$ cat src/rtl/qtm_pkg.sv
package qtm_pkg;
   // control register offsets, relative to the control base
   localparam int unsigned OFS_MAP0     = 32'h00;
   localparam int unsigned OFS_EN_SET   = 32'h20;
   localparam int unsigned OFS_EN_CLR   = 32'h24;
   localparam int unsigned OFS_SEC_CLR  = 32'h28;
   localparam int unsigned OFS_MISS_CLR = 32'h2C;
   // byte-lane bits below the word index
   localparam int unsigned WORD_LSB     = 2;
endpackage

$ cat src/rtl/qtm_map_regs.sv
module qtm_map_regs #(
   parameter int NUM_CH = 8,
   parameter int KEY_W  = 12
) (
   input  logic                           clk,
   input  logic                           rst_n,
   input  logic [NUM_CH-1:0]              we,
   input  logic [KEY_W-1:0]               wkey,
   output logic [NUM_CH-1:0][KEY_W-1:0]   map_q
);
   for (genvar c = 0; c < NUM_CH; c++) begin : g_map
      always_ff @(posedge clk or negedge rst_n) begin
         if (!rst_n)     map_q[c] <= '0;
         else if (we[c]) map_q[c] <= wkey;
      end

      // a map only changes on its own write
      a_r2_map_hold : assert property (@(posedge clk) disable iff (!rst_n)
         !we[c] |=> $stable(map_q[c]));
   end
endmodule

$ cat src/rtl/qtm_hit_detect.sv
module qtm_hit_detect #(
   parameter int NUM_CH = 8,
   parameter int KEY_W  = 12
) (
   input  logic                           probe,
   input  logic [KEY_W-1:0]               key,
   input  logic [NUM_CH-1:0][KEY_W-1:0]   map_q,
   output logic [NUM_CH-1:0]              hit
);
   // a zero map is a detached channel
   for (genvar c = 0; c < NUM_CH; c++) begin : g_cmp
      assign hit[c] = probe && (map_q[c] != '0) && (map_q[c] == key);
   end
endmodule

$ cat src/rtl/qtm_event_track.sv
module qtm_event_track #(
   parameter int NUM_CH = 8
) (
   input  logic              clk,
   input  logic              rst_n,
   input  logic [NUM_CH-1:0] hit,
   input  logic [NUM_CH-1:0] en_set,
   input  logic [NUM_CH-1:0] en_clr,
   input  logic [NUM_CH-1:0] sec_clr,
   input  logic [NUM_CH-1:0] miss_clr,
   input  logic              evt_ack,
   output logic [NUM_CH-1:0] evt_req,
   output logic [NUM_CH-1:0] en_q,
   output logic [NUM_CH-1:0] sec_q,
   output logic [NUM_CH-1:0] miss_q
);
   logic [NUM_CH-1:0] fire, lost, retire;

   assign fire    = hit & en_q & ~sec_q;
   assign lost    = hit & en_q & sec_q;
   // lowest in-flight channel wins the request
   assign evt_req = sec_q & (~sec_q + NUM_CH'(1));
   assign retire  = evt_ack ? evt_req : '0;

   always_ff @(posedge clk or negedge rst_n) begin
      if (!rst_n) begin
         en_q   <= '0;
         sec_q  <= '0;
         miss_q <= '0;
      end else begin
         en_q   <= (en_q | en_set) & ~en_clr;
         sec_q  <= (sec_q & ~retire & ~sec_clr) | fire;
         miss_q <= (miss_q & ~miss_clr) | lost;
      end
   end

   a_r5_req_onehot : assert property (@(posedge clk) disable iff (!rst_n)
      $onehot0(evt_req));

   for (genvar c = 0; c < NUM_CH; c++) begin : g_chk
      a_r5_fire_sets : assert property (@(posedge clk) disable iff (!rst_n)
         hit[c] && en_q[c] && !sec_q[c] |=> sec_q[c]);
      a_r4_disabled_quiet : assert property (@(posedge clk) disable iff (!rst_n)
         hit[c] && !en_q[c] && !sec_q[c] |=> !sec_q[c]);
      a_r7_missed_flag : assert property (@(posedge clk) disable iff (!rst_n)
         hit[c] && en_q[c] && sec_q[c] |=> miss_q[c]);
      a_r6_ack_retires : assert property (@(posedge clk) disable iff (!rst_n)
         evt_ack && evt_req[c] |=> !sec_q[c]);
      a_r8_miss_sticky : assert property (@(posedge clk) disable iff (!rst_n)
         miss_q[c] && !miss_clr[c] |=> miss_q[c]);
   end
endmodule

$ cat src/rtl/qch_trigger_mapper.sv
module qch_trigger_mapper
   import qtm_pkg::*;
#(
   parameter int          NUM_CH    = 8,
   parameter int          ADDR_W    = 16,
   parameter int          DATA_W    = 32,
   parameter int          SLOT_W    = 9,
   parameter int          WORD_W    = 3,
   parameter int unsigned SLOT_BASE = 32'h4000,
   parameter int unsigned CTRL_BASE = 32'h0100
) (
   input  logic              clk,
   input  logic              rst_n,
   input  logic              wr_en,
   input  logic [ADDR_W-1:0] wr_addr,
   input  logic [DATA_W-1:0] wr_data,
   input  logic              evt_ack,
   output logic [NUM_CH-1:0] evt_req,
   output logic [NUM_CH-1:0] en_mask,
   output logic [NUM_CH-1:0] sec_mask,
   output logic [NUM_CH-1:0] miss_mask
);
   localparam int KEY_W      = SLOT_W + WORD_W;
   localparam int REGION_LSB = WORD_LSB + KEY_W;
   localparam int TAG_W      = ADDR_W - REGION_LSB;
   localparam logic [TAG_W-1:0] REGION_TAG = TAG_W'(SLOT_BASE >> REGION_LSB);

   // elaboration-time parameter checks
   if (NUM_CH < 1 || NUM_CH > DATA_W) begin : g_bad_ch
      $error("NUM_CH must lie in 1..DATA_W");
   end
   if (REGION_LSB > DATA_W) begin : g_bad_key
      $error("map field does not fit the data bus");
   end
   if (ADDR_W <= REGION_LSB) begin : g_bad_addr
      $error("address bus too narrow for the slot region");
   end
   if ((SLOT_BASE % (32'd1 << REGION_LSB)) != 0) begin : g_bad_align
      $error("SLOT_BASE must be aligned to the region size");
   end
   if ((CTRL_BASE >> REGION_LSB) == (SLOT_BASE >> REGION_LSB)) begin : g_bad_overlap
      $error("control registers overlap the slot region");
   end

   logic                          probe;
   logic [KEY_W-1:0]              wr_key;
   logic [NUM_CH-1:0]             ch_bits;
   logic [NUM_CH-1:0]             map_we;
   logic [NUM_CH-1:0][KEY_W-1:0]  map_q;
   logic [NUM_CH-1:0]             hit;
   logic                          sel_en_set, sel_en_clr, sel_sec_clr, sel_miss_clr;
   logic                          unused_data;

   assign probe   = wr_en && (wr_addr[ADDR_W-1:REGION_LSB] == REGION_TAG);
   assign wr_key  = wr_addr[REGION_LSB-1:WORD_LSB];
   assign ch_bits = wr_data[NUM_CH-1:0];
   assign unused_data = ^wr_data;

   assign sel_en_set   = wr_en && (wr_addr == ADDR_W'(CTRL_BASE + OFS_EN_SET));
   assign sel_en_clr   = wr_en && (wr_addr == ADDR_W'(CTRL_BASE + OFS_EN_CLR));
   assign sel_sec_clr  = wr_en && (wr_addr == ADDR_W'(CTRL_BASE + OFS_SEC_CLR));
   assign sel_miss_clr = wr_en && (wr_addr == ADDR_W'(CTRL_BASE + OFS_MISS_CLR));

   for (genvar c = 0; c < NUM_CH; c++) begin : g_dec
      assign map_we[c] = wr_en && (wr_addr == ADDR_W'(CTRL_BASE + OFS_MAP0 + 4 * c));
   end

   qtm_map_regs #(.NUM_CH(NUM_CH), .KEY_W(KEY_W)) u_maps (
      .clk   (clk),
      .rst_n (rst_n),
      .we    (map_we),
      .wkey  (wr_data[REGION_LSB-1:WORD_LSB]),
      .map_q (map_q)
   );

   qtm_hit_detect #(.NUM_CH(NUM_CH), .KEY_W(KEY_W)) u_hit (
      .probe (probe),
      .key   (wr_key),
      .map_q (map_q),
      .hit   (hit)
   );

   qtm_event_track #(.NUM_CH(NUM_CH)) u_track (
      .clk      (clk),
      .rst_n    (rst_n),
      .hit      (hit),
      .en_set   (sel_en_set   ? ch_bits : '0),
      .en_clr   (sel_en_clr   ? ch_bits : '0),
      .sec_clr  (sel_sec_clr  ? ch_bits : '0),
      .miss_clr (sel_miss_clr ? ch_bits : '0),
      .evt_ack  (evt_ack),
      .evt_req  (evt_req),
      .en_q     (en_mask),
      .sec_q    (sec_mask),
      .miss_q   (miss_mask)
   );

   // nothing outside the slot region can reach the flags
   a_r10_no_stray_hit : assert property (@(posedge clk) disable iff (!rst_n)
      !probe |-> (hit == '0));
endmodule

$ cat config.mk
export PLATFORM = sky130hd
export DESIGN_NAME = qch_trigger_mapper
export DESIGN_NICKNAME = d
export VERILOG_FILES = /design/src/rtl/qtm_pkg.sv /design/src/rtl/qtm_map_regs.sv /design/src/rtl/qtm_hit_detect.sv /design/src/rtl/qtm_event_track.sv /design/src/rtl/qch_trigger_mapper.sv
export SDC_FILE = /design/constraint.sdc
export NUM_CORES = 1
export LEC_CHECK = 0
export ABC_AREA = 1
export BUFFER_PORTS_ARGS = -buffer_cell sky130_fd_sc_hd__buf_2
export CAP_MARGIN = 10
export CORE_AREA = 2 2 142 144
export DETAILED_ROUTE_END_ITERATION = 8
export DIE_AREA = 0 0 144 146
export PLACE_DENSITY = 0.64
export SYNTH_ARGS = -nofsm -noshare
export SYNTH_HDL_FRONTEND = slang
export SYNTH_SLANG_ARGS = --single-unit
$ cat constraint.sdc
create_clock -name clk -period 2.95 [get_ports clk]
set_clock_uncertainty 0.15 [all_clocks]
set_input_delay 0.295 -clock clk [delete_from_list [all_inputs] [get_ports clk]]
set_output_delay 0.295 -clock clk [all_outputs]
set_load 0.01 [all_outputs]
==> results.ini, run 1 <==
[outcome]
status=complete, no violations

[global_route]
gr-usage-all-layers_pct=21.37
grt.overflow.total=0
grt_first_pass_wirelength_um=33650
antenna_found_initial=1
grt_pass1_vias=5891
grt_max_degree=54

[finish]
syn_to_final_growth_pct=14.90
final_cell_mix=nand2_1, nor2_1, dfrtp_1
finalNetCount=1103
layout.cells.non_filler=1329
final_common_cell=nand2_1
drive_gt1_share_pct=12.51

[routing]
post-route-drc-count=0
drtAntennaViolNets=0
drt-vias-per-instance=4.887
dr.pass1.iters=6
drt_iter0_drc=742
finalWirelength_um=21610
routedWlPerCell_um=16.26
num_vias=6495

[setup_path]
path_class=reg -> out
slowest_stage=dfrtp_1
worstPathRequired_ns=2.51
cp-end-kind=output pin
crit_family=simple AND/OR/NAND/NOR gates
critPathLaunchType=flop
cp_slowest_stage_delay_ns=0.44
crit_path_max_fanout=7
cpMostUsedCell=nor2_1
rr_worst_depth=6
path_buf_inv=2
rrSetupSlack_ns=1.14
regToRegEndpoint=u_track.sec_q[7]
worst_ep_arrival_time_ns=2.10
cp_num_cells=6
r2r-start=u_track.sec_q[0]
crit_chain=nor2_1, nand2_1, nor2_1, inv_2, nor4_1, buf_2

[timing]
rsz0062_at_grt=false
tightest_slew_ns=0.7121
drv_slew=0
final.setup.tns_ns=0
fin_crit_ns=2.542
final-hold-violation-count=0
fmax_mhz=393.4
slew_headroom_pct=52.53
setup_viol=0
min_period_over_period_pct=86.16

[clocking]
clock_path_buffers=2
root_buffer=clkbuf_16
cts_sinks=120
cts_tree=yes
clk_pin_slew_worst_paths_ns=0.06
post_cts_buffers=0
cts_buffers=17
ctsHtreeMaxLevel=4
worstSkewPairLatency_ns=0.43

[floorplanning]
die_height_um=146
die_x_um=144
boundaryPins=84
std_cell_rows=51
dieArea_mm2=0.02102
initial_core_util_pct=36.52
core_area_mm2=0.01933

[synth]
ys.flop_type=dfrtp_1
yosysTopAreaCell=dfrtp_1
syn_area_mm2=0.007061
synth_fp_nets=1045
synth-warning-count=0
synthCells=993
ys_types=35
seq_area_frac_synth_pct=42.53
yosys_register_bits=120
synthArstFlopShare_pct=100.0
avgSynthCellArea_um2=7.110
yosys.area.top_type_share_pct=42.53
synth_edf_count=0
synth_area_leaders=dfrtp_1, nand2_1, o21ai_1

[min_path]
hp-class=in -> reg
hold_start=wr_data[3]
hold_end=u_track.en_q[3]
hold_depth=3

[job]
drv_cap=0

[pwr]
ir_drop_uv=341.9
p_leak_nw=3.903
power_density_mw_per_mm2=496.8
fin_total_pwr_mw=4.031

[placed_design]
dp_hpwl_um=15380
place_inst=1289
portBuffers=65
gp_congestion=0.8799

-- worst max-delay path by stage --
stage	endpoint	start	slack, ns
floorplan	evt_req[7]	u_track.sec_q[0]	1.18
global placement	u_maps.map_q[31]	wr_addr[9]	0.74
detailed placement	u_maps.map_q[33]	wr_addr[11]	0.73
CTS	evt_req[7]	u_track.sec_q[0]	0.39
global route	evt_req[7]	u_track.sec_q[0]	0.20
finish	evt_req[7]	u_track.sec_q[0]	0.41
-- logic make-up (layout without fill, tap and decap cells) --
| family | Yosys count | count (layout) | share of synthesized area [%] |
|---|---|---|---|
| other | 0 | 1 | 0 |
| and+or+nand+nor | 580 | 580 | 35.76 |
| xor gates and xnor gates | 10 | 10 | 1.240 |
| DFF | 120 | 120 | 42.53 |
| AOI/OAI and AO/OA | 140 | 140 | 10.38 |
| buffers and inverters | 143 | 213 | 10.08 |
-- metrics by stage --
step / util [%] / instance area, um2 / hold WS, ns / worst slack, ns
3_5_place_dp: 38.54 / 7452 / 0.2417 / 0.7285
5_1_grt: 41.95 / 8110 / 0.01339 / 0.2003
2_1_floorplan: - / 7061 / -0.1506 / 1.175
4_1_cts: 41.89 / 8100 / 0.0007289 / 0.3919
3_3_place_gp: 38.54 / 7452 / 0.2384 / 0.7398
6_report: 41.96 / 8113 / 0.01058 / 0.4082
-- power by group --
part           internal [mW]  switching [mW]  total, mW
registers               1.65        0.000544       1.65
clock network           1.33           0.772       2.11
logic                 0.0726           0.204      0.276
-- metal layers --
layer	track usage [%]	wire length, um
met1	31.83	10380
met2	29.93	9037
met3	5.100	1759
met4	7.696	430
met5	0	0
-- registers in the layout (all words and copies together), names as in the netlist --
signal          cells
u_track.en_q        8
u_maps.map_q       96
u_track.miss_q      8
u_track.sec_q       8
-- what timing repair did --
action | CTS | global route
hold endpoints to repair | 56 | 1
gates resized for setup | 0 | 0
hold buffers | 7 | 1
-- tightest hold or removal path: stages --
cell     delay (ns)
buf_2          0.11
nand4_1        0.09
a21oi_1        0.06
-- cell type report --
type | instances | area (um2)
clock inverters | 10 | 127.6
flip-flops and latches | 120 | 3003
multi-input cells | 730 | 3346
fillers | 1992 | 11220
inverters | 105 | 401.6
diodes | 1 | 2.502
repair buffers | 77 | 450.4
clock buffers | 21 | 450.4
well taps | 265 | 331.6
-- Yosys cell counts (3+ instances only) --
| library cell | number |
|---|---|
| nand2_1 | 343 |
| nor2_1 | 146 |
| dfrtp_1 | 120 |
| o21ai_1 | 111 |
| inv_1 | 90 |
| nand3_1 | 32 |
| nand4_1 | 24 |
| buf_6 | 18 |
| a21oi_1 | 13 |
| clkbuf_1 | 12 |
| inv_2 | 11 |
| nand3_4 | 11 |
| xnor2_1 | 10 |
| or2_0 | 6 |
| or2_1 | 6 |
| buf_2 | 4 |
| o211ai_1 | 4 |
| o21ai_0 | 4 |
| o21ai_2 | 4 |
| buf_4 | 3 |
Note: power is estimated with default switching activity, not from simulation.
==> run 2, diff against run 1 <==
--- a/config.mk
+++ b/config.mk
@@ -5,13 +5,13 @@
 export SDC_FILE = /design/constraint.sdc
 export NUM_CORES = 1
 export LEC_CHECK = 0
-export ABC_AREA = 1
 export BUFFER_PORTS_ARGS = -buffer_cell sky130_fd_sc_hd__buf_2
 export CAP_MARGIN = 10
-export CORE_AREA = 2 2 142 144
+export CORE_AREA = 2 2 134 136
 export DETAILED_ROUTE_END_ITERATION = 8
-export DIE_AREA = 0 0 144 146
-export PLACE_DENSITY = 0.64
+export DIE_AREA = 0 0 136 138
+export HOLD_SLACK_MARGIN = 0.1
+export PLACE_DENSITY = 0.65
 export SYNTH_ARGS = -nofsm -noshare
 export SYNTH_HDL_FRONTEND = slang
 export SYNTH_SLANG_ARGS = --single-unit
==> results.ini, run 2 <==
[timing]
setup_viol=0
fin_crit_ns=2.662
slew_headroom_pct=55.15
final.setup.tns_ns=0
drv_slew=0
tightest_slew_ns=0.6728
final-hold-violation-count=0
rsz0062_at_grt=false
min_period_over_period_pct=90.24
fmax_mhz=375.7

[finish]
drive_gt1_share_pct=26.32
final_cell_mix=dfrtp_1, xor2_1, buf_2
final_common_cell=dfrtp_1
syn_to_final_growth_pct=19.79
fillers=1659
layout.cells.non_filler=856
regMostFlops=u_maps.map_q
largest_reg_flops=96
finalNetCount=666
finalInstanceArea_mm2=0.007543
diodes=0

[synth]
syn_area_mm2=0.006297
synth_common_cells=dfrtp_1, xor2_1, mux2_1
yosysMostFrequentCell=dfrtp_1
avgSynthCellArea_um2=11.88
synth-warning-count=0
ys_types=39
yosys_register_bits=120
seq_area_frac_synth_pct=47.69
yosys.area.top_type_share_pct=47.69
synth_fp_nets=582
yosysTopAreaCell=dfrtp_1
synthArstFlopShare_pct=100.0
ys.flop_type=dfrtp_1
synth_edf_count=0
synth_area_leaders=dfrtp_1, mux2_1, xor2_1
synthCells=530

[setup_path]
r2r-start=u_track.sec_q[3]
path_class=reg -> out
worst_ep_arrival_time_ns=2.22
regToRegEndpoint=u_track.sec_q[7]
rr_worst_depth=4
critPathLaunchType=flop
rrSetupSlack_ns=0.83
cp-end-kind=output pin
worstPathRequired_ns=2.51
crit_path_max_fanout=7

[clocking]
ctsHtreeMaxLevel=4
clk_pin_slew_worst_paths_ns=0.05
cts_buffers=17
cts_sinks=120
worstSkewPairLatency_ns=0.42
post_cts_buffers=0
clock_path_buffers=2
root_buffer=clkbuf_16
cts_tree=yes

[placed_design]
portBuffers=65
place_inst=821
dp_hpwl_um=13380
postPlaceCellArea_mm2=0.006948
gp_congestion=0.9072

[routing]
drt-vias-per-instance=5.560
routedWlPerCell_um=23.08
num_vias=4759
drt_iter0_drc=448
drtAntennaViolNets=0
post-route-drc-count=0
finalWirelength_um=19760
dr.pass1.iters=5

[job]
drv_cap=0

[pwr]
clkPwrFrac_pct=50.3
p_int_mw=2.940
power_density_mw_per_mm2=510.8
seqPwrFrac_pct=42.8
power_frac_comb_pct=6.9
ir_drop_uv=370.9
power.share.switching_pct=23.70
p_leak_nw=3.828
switchingPower_mw=0.9131

[global_route]
busiest_layer=met2
grt_use_met2_pct=35.97
grt_max_degree=71
gr-usage-all-layers_pct=21.97
grt.overflow.total=0
grt_use_met3_pct=4.730
grt_first_pass_wirelength_um=29790
grt_pass1_vias=4911
gr-usage-met1_pct=28.01
antenna_found_initial=0

[floorplanning]
die_x_um=136
initial_core_util_pct=35.91
dieArea_mm2=0.01877
die_height_um=138
core_area_mm2=0.01753
boundaryPins=84
std_cell_rows=49

[min_path]
hp-class=in -> reg
hold_start=evt_ack
hold_depth=4
hold_end=u_track.sec_q[2]

[outcome]
status=complete, no violations

## run 2: changes by cell type in the layout (fill, tap and decap cells not counted), sizes merged, moves of 19 or more
cell and change:
nand2 -321, nor2 -148, inv -99, mux2 +96, o21ai -89, xor2 +80
nor4 +48, nand3 -28, buf +19
## run 2: logic make-up after synthesis
kind of cell / Yosys count / synth area share [%]
AND/OR/NAND/NOR: 144 / 15.06
flip-flops: 120 / 47.69
XOR/XNOR: 96 / 13.35
multiplexers: 96 / 17.17
AO/OA/AOI/OAI: 44 / 4.133
buffers and inverters: 30 / 2.603
## run 2: critical path, cell delays in order, from the launching register on
cell and delay (ns):
dfrtp_1 0.50, or4_1 0.72, nor3_1 0.20, and3_1 0.22, buf_2 0.14
## run 2: layer usage
metal / vias up / share of wire, %
li1: 2108 / -
met4: 0 / 3.1
met3: 49 / 6.8
met5: - / 0
met1: 2408 / 41
met2: 194 / 49
## run 2: power by group through the flow
stage / registers (mW) / logic, mW / clock network [mW]
after floorplan: 1.68 / 0.105 / 0
after global placement: 1.68 / 0.256 / 0
after detailed placement: 1.68 / 0.260 / 0
after CTS: 1.65 / 0.265 / 1.97
after global routing: 1.65 / 0.280 / 2.04
final: 1.65 / 0.267 / 1.94
## run 2: worst max-delay path by stage
| stage | startpoint | endpoint | slack [ns] | depth (start not counted) |
|---|---|---|---|---|
| floorplan | wr_addr[11] | u_maps.map_q[63] | 0.74 | 6 |
| detailed placement | wr_addr[11] | u_maps.map_q[11] | 0.26 | 6 |
| global route | u_track.sec_q[3] | evt_req[7] | 0.16 | 4 |
| CTS | u_track.sec_q[3] | evt_req[7] | 0.27 | 4 |
| global placement | wr_addr[11] | u_maps.map_q[11] | 0.31 | 6 |
| finish | u_track.sec_q[3] | evt_req[7] | 0.29 | 4 |
## run 2: cell type report
| cell class | instances | area (um2) | share of cell area (%) |
|---|---|---|---|
| multi-input cells | 380 | 3131 | 41.50 |
| well taps | 229 | 286.5 | 3.798 |
| clock inverters | 7 | 40.04 | 0.5308 |
| repair buffers | 91 | 543.0 | 7.199 |
| clock buffers | 25 | 525.5 | 6.966 |
| flip-flops and latches | 120 | 3003 | 39.81 |
| inverters | 4 | 15.01 | 0.1990 |
## run 2: metrics by stage
stage                     hold WS [ns]  total power [mW]  utilization (%)  setup slack [ns]
after floorplan                -0.1506             1.782                -            0.7374
after global placement          0.2032             1.933            39.62            0.3114
after detailed placement        0.2175             1.937            39.62            0.2639
after CTS                       0.1143             3.884            43.02            0.2725
after global routing            0.1549             3.967            43.02            0.1598
final                           0.1312             3.854            43.02            0.2881
## run 2: timing repair
action / 4_1_cts / 5_1_grt
resized for setup: 0 / 0
hold buffers: 3 / 0
endpoints found under the hold margin: 55 / 0
setup endpoints to repair: 0 / 0
